<file path="config.mk">
export PLATFORM = sky130hd
export DESIGN_NAME = pclk_slice
export DESIGN_NICKNAME = d
export VERILOG_FILES = /design/src/rtl/pclk_slice.sv
export SDC_FILE = /design/constraint.sdc
export NUM_CORES = 1
export LEC_CHECK = 0
export ABC_AREA = 1
export BUFFER_PORTS_ARGS = -buffer_cell sky130_fd_sc_hd__buf_4
export CORE_MARGIN = 3
export CORE_UTILIZATION = 36
export CTS_BUF_LIST = sky130_fd_sc_hd__clkbuf_4
export DETAILED_ROUTE_END_ITERATION = 16
export PLACE_DENSITY = 0.75
export REMOVE_ABC_BUFFERS = 1
export SLEW_MARGIN = 20
export SYNTH_ARGS = -nofsm -noshare
export SYNTH_HDL_FRONTEND = slang
export SYNTH_SLANG_ARGS = --single-unit
</file>
<file path="constraint.sdc">
create_clock -name clk -period 2.64 [get_ports clk]
set_input_delay 0.264 -clock clk [delete_from_list [all_inputs] [get_ports clk]]
set_output_delay 0.264 -clock clk [all_outputs]
set_load 0.05 [all_outputs]
</file>
<file path="src/rtl/pclk_slice.sv">
module pclk_slice #(
  parameter bit          PRESENT       = 1'b1,
  parameter int unsigned SETTLE_CYCLES = 4
) (
  input  logic        clk,
  input  logic        rst_n,
  input  logic        wr_en,
  input  logic [31:0] wr_data,
  output logic [31:0] rd_data,
  input  logic [7:0]  src_pulse_i,
  output logic        clk_pulse_o,
  output logic        periph_rst_n_o
);
  localparam int CW = $clog2(SETTLE_CYCLES + 2);

  logic          gate_q, rel_q, mul_q, pulse_q;
  logic [2:0]    sel_q, div_q;
  logic [3:0]    acc_q;
  logic [CW-1:0] settle_q;

  logic       wr_ok, gate_nx, fields_open, gate_rise, hit, pass, fire;
  logic [3:0] step, lim, sum;
  logic       unused_bits;

  assign wr_ok       = wr_en & PRESENT;
  assign gate_nx     = wr_ok ? wr_data[30] : gate_q;
  assign fields_open = wr_ok & ~gate_q & ~wr_data[30];
  assign gate_rise   = ~gate_q & gate_nx;
  assign hit         = src_pulse_i[sel_q];
  assign step        = {3'b000, mul_q} + 4'd1;
  assign lim         = {1'b0, div_q} + 4'd1;
  assign sum         = acc_q + step;
  assign pass        = step >= lim;
  assign fire        = pass | (sum >= lim);
  assign unused_bits = ^{wr_data[31], wr_data[29], wr_data[27], wr_data[23:4]};

  always_ff @(posedge clk or negedge rst_n) begin
    if (!rst_n) begin
      gate_q <= 1'b0;
      rel_q  <= 1'b0;
      sel_q  <= 3'd0;
      div_q  <= 3'd0;
      mul_q  <= 1'b0;
    end else if (wr_ok) begin
      gate_q <= wr_data[30];
      rel_q  <= wr_data[28];
      if (fields_open) begin
        sel_q <= wr_data[26:24];
        mul_q <= wr_data[3];
        div_q <= wr_data[2:0];
      end
    end
  end

  always_ff @(posedge clk or negedge rst_n) begin
    if (!rst_n) begin
      acc_q   <= 4'd0;
      pulse_q <= 1'b0;
    end else begin
      pulse_q <= gate_q & gate_nx & hit & fire;
      if (!gate_q)
        acc_q <= 4'd0;
      else if (hit)
        acc_q <= pass ? 4'd0 : ((sum >= lim) ? sum - lim : sum);
    end
  end

  always_ff @(posedge clk or negedge rst_n) begin
    if (!rst_n)
      settle_q <= '0;
    else if (gate_rise)
      settle_q <= CW'(SETTLE_CYCLES);
    else if (settle_q != '0)
      settle_q <= settle_q - 1'b1;
  end

  assign clk_pulse_o    = pulse_q;
  assign periph_rst_n_o = rel_q & (settle_q == '0);
  assign rd_data = PRESENT ? {1'b1, gate_q, 1'b0, rel_q, 1'b0, sel_q, 20'd0, mul_q, div_q}
                           : 32'd0;

  AST_GATE_OFF_QUIET: assert property (@(posedge clk) disable iff (!rst_n)
    !gate_q |-> !clk_pulse_o);
  AST_PULSE_FROM_SELECTED: assert property (@(posedge clk) disable iff (!rst_n)
    clk_pulse_o |-> $past(src_pulse_i[sel_q]));
  AST_ACC_BELOW_LIMIT: assert property (@(posedge clk) disable iff (!rst_n)
    gate_q |-> (acc_q <= {1'b0, div_q}));
  AST_FIELDS_LOCKED: assert property (@(posedge clk) disable iff (!rst_n)
    (wr_en && gate_q) |=> ($stable(sel_q) && $stable(div_q) && $stable(mul_q)));
  AST_SETTLE_HOLD: assert property (@(posedge clk) disable iff (!rst_n)
    $rose(gate_q) |-> !periph_rst_n_o);
  AST_RELEASE_LOW: assert property (@(posedge clk) disable iff (!rst_n)
    !rel_q |-> !periph_rst_n_o);
  AST_ABSENT_SILENT: assert property (@(posedge clk) disable iff (!rst_n)
    !PRESENT |-> (rd_data == 32'd0 && !clk_pulse_o && !periph_rst_n_o));
endmodule

</file>
==> metrics.txt <==
Core Region between 0.003 and 0.004 mm²; Switch Pwr 0.861 mW; root buffer cell clkbuf_4; critical path type reg2reg; clock buffer depth 2; slowest CP cell fa_2; routed vias between 1,000 and 1,500; syn avg cell area 7.09 µm²; hold endpoint rel_q$_DFFE_PN0P_; largest delay contributor family on the critical path adder cells; Overflow after GRT 0; Post-Syn Area 0.00146 mm²; CP Launch Type flop; DR iter-0 viols 35; top-count cell post-synth nand2_1; number of port buffers 30; Worst VDD drop 0.000467 V; outcome completed; GRT Resource Usage Total 10.9%; Max Cap Violations 0; f_max 0.410 GHz; fill cell count 390; Reg-to-Reg Start mul_q$_DFFE_PN0P_; largest net degree at the start of global routing 18; part of the power in combinational logic 67.2%; via-per-instance ratio between 4 and 5; Die Ht 69.7 µm; clk_skew 0.00219 ns; Clock power frac 8.7%; DRC 0; worst reg2reg endpoint acc_q[3]$_DFFE_PN0P_; routed length per instance 9.42 µm; number of top-level pins just under 80; Sinks on Clock Net 17; Power, Total 1.68 mW; Nets slightly below 300; CP endpoint kind flop; first-pass GRT wire length ~4.5 mm; worst path required time 2.82 ns; Slew Limit Fails 0; Leakage around 1 nW; hold path depth 3; Final ANT Viol Nets 0; TritonRoute pass-1 iters 5; sequential share of the synthesized area 29.1%; vias in the first global route 1,092; CP Data Arrival Time 2.61 ns; initial antenna violation count 0; WP buf/inv 2; main flop type after synthesis dfrtp_1; final hold viol count 0; Syn Inst Count 206; r2r setup slk 0.20 ns; number of diodes 0; Die ar. 0.00486 mm²; Final period util 92.3%; CP peak stage delay 0.50 ns; Yosys top cell area share 29.1%; Clock transition at path regs 0.09 ns; DIE WIDTH 69.7 µm; layout cells sized above 1 between 10% and 20%; setup TNS 0 ns; CP Cell Sequence inv_1, ha_1, fa_2, fa_1, inv_1, nand2_1, nand2_1, nand2_2, nor2_1, nor2_1, nand3_1, nand2_1; largest area contributor in the netlist dfrtp_1; worst hold path class in2reg; number of synthesized flops with an enable pin 0; Area Overhead vs Synth 14.5%; crit-path most repeated cell nand2_1; Register-to-Register Path Depth 12; top post-synthesis cells by area dfrtp_1 (29%), buf_4 (13%), nand2_1 (11%); Clk Latency, worst-skew pair 0.28 ns; hpwl dp 2.17 mm; CTS tree done; RePlAce Congestion 0.817; share of power burned in registers approximately a quarter; Final setup viols 0; Sw Share 51.4%; synthesis-stage register bit count 17; Async SR Flop Fraction 100%; count of standard-cell rows 22; Pwr Density 1000 mW/mm²; final WL 2.67 mm; internal power 0.814 mW; crit path max fanout 7; Final min period between 2 and 2.5 ns; Synthesis Warnings 0; min-delay src wr_data[28]; synth cell count leaders nand2_1 (44), inv_1 (38), buf_4 (26); Initial Util 38.7%; Inserted Clock Buffers 3; H-tree depth 1; post-synth cell types 25
## flip-flops by register name, indices dropped and copies added, names as in the netlist
signal and flops:
acc_q 4, div_q 3, sel_q 3, settle_q 3
clk_pulse_o 1, gate_q 1, mul_q 1, rel_q 1
## per-stage QoR
| step | std cells | cell area, µm² | hold WS, ns | worst slack [ns] | utilization (%) |
|---|---|---|---|---|---|
| 6_report | 283 | 1670 | 0.183 | 0.202 | 44.3 |
| 5_1_grt | 283 | 1670 | 0.175 | -0.0166 | 44.3 |
| 4_1_cts | 283 | 1670 | 0.181 | 0.150 | 44.2 |
| 3_5_place_dp | 278 | 1630 | 0.142 | 0.173 | 43.1 |
| 3_3_place_gp | 278 | 1630 | 0.143 | 0.182 | 43.1 |
| 2_1_floorplan | 199 | 1330 | -0.0316 | -0.0954 | - |
## how the worst max path moves through the flow
stage	start	to	depth (start not counted)
2_1_floorplan	mul_q$_DFFE_PN0P_	acc_q[1]$_DFFE_PN0P_	12
3_3_place_gp	mul_q$_DFFE_PN0P_	acc_q[1]$_DFFE_PN0P_	12
3_5_place_dp	mul_q$_DFFE_PN0P_	acc_q[1]$_DFFE_PN0P_	12
4_1_cts	mul_q$_DFFE_PN0P_	acc_q[1]$_DFFE_PN0P_	12
5_1_grt	mul_q$_DFFE_PN0P_	acc_q[1]$_DFFE_PN0P_	13
6_report	mul_q$_DFFE_PN0P_	acc_q[3]$_DFFE_PN0P_	12
## worst register-to-register path, cell delays in order, from the launching register on
cell,delay (ns)
dfrtp_1,0.38
inv_1,0.07
ha_1,0.22
fa_2,0.50
fa_1,0.48
inv_1,0.07
nand2_1,0.05
nand2_1,0.12
nand2_2,0.12
nor2_1,0.12
nor2_1,0.04
nand3_1,0.08
nand2_1,0.06
## per-layer routing
layer  global-route usage [%]  vias to the layer above  wire length, µm
li1                         -                      642                -
met1                     13.7                      543             1160
met2                     19.3                       37             1340
met3                     1.59                        4              142
met4                     3.19                        0               25
met5                        0                        -                0
## final cells by class
class | instances | area, µm² | share of cell area, %
sequential | 17 | 425 | 25.4
clock buffer | 4 | 30.0 | 1.80
tap | 48 | 60.1 | 3.59
timing repair buffer | 32 | 243 | 14.5
multi-input combinational | 143 | 767 | 45.9
inverter | 39 | 146 | 8.76
## power groups by stage
stage | Combinational (mW) | Sequential [mW] | Clock [mW]
6_report | 1.13 | 0.404 | 0.145
5_1_grt | 1.29 | 0.416 | 0.167
4_1_cts | 1.11 | 0.404 | 0.152
3_5_place_dp | 1.10 | 0.409 | 0
3_3_place_gp | 1.08 | 0.409 | 0
2_1_floorplan | 0.750 | 0.518 | 0
## cell usage in the layout, fill, tap and decap left out
master	count
nand3_2	2
dfrtp_1	17
nor2_1	20
clkbuf_4	4
inv_1	38
a22oi_1	1
dlygate4sd3_1	1
a21oi_1	8
mux2_2	1
ha_1	11
conb_1	23
inv_2	1
or2_2	2
o21ai_0	3
nand3_1	16
fa_1	1
o22ai_1	1
buf_4	31
nand2_2	2
o21ai_1	1
nand2_1	43
a21o_1	1
nand2_4	1
nand3b_1	1
fa_2	1
nor3_1	2
xnor2_1	1
a21oi_2	1
## what timing repair did
item                       CTS  global route
resized for setup            0             3
hold buffers                 1             0
setup buffers                0             0
setup endpoints to repair    0             4
hold endpoints to repair    17             0
## cell families after synthesis
logic type / synth area share (%)
AOI/OAI and AO/OA: 6.17
xor gates and xnor gates: 0.600
adders and majority gates: 12.2
buffers and inverters: 24.1
DFF: 29.1
muxes: 0.771
other: 0.514
and+or+nand+nor: 26.6
Note: power is estimated with default switching activity, not from simulation.
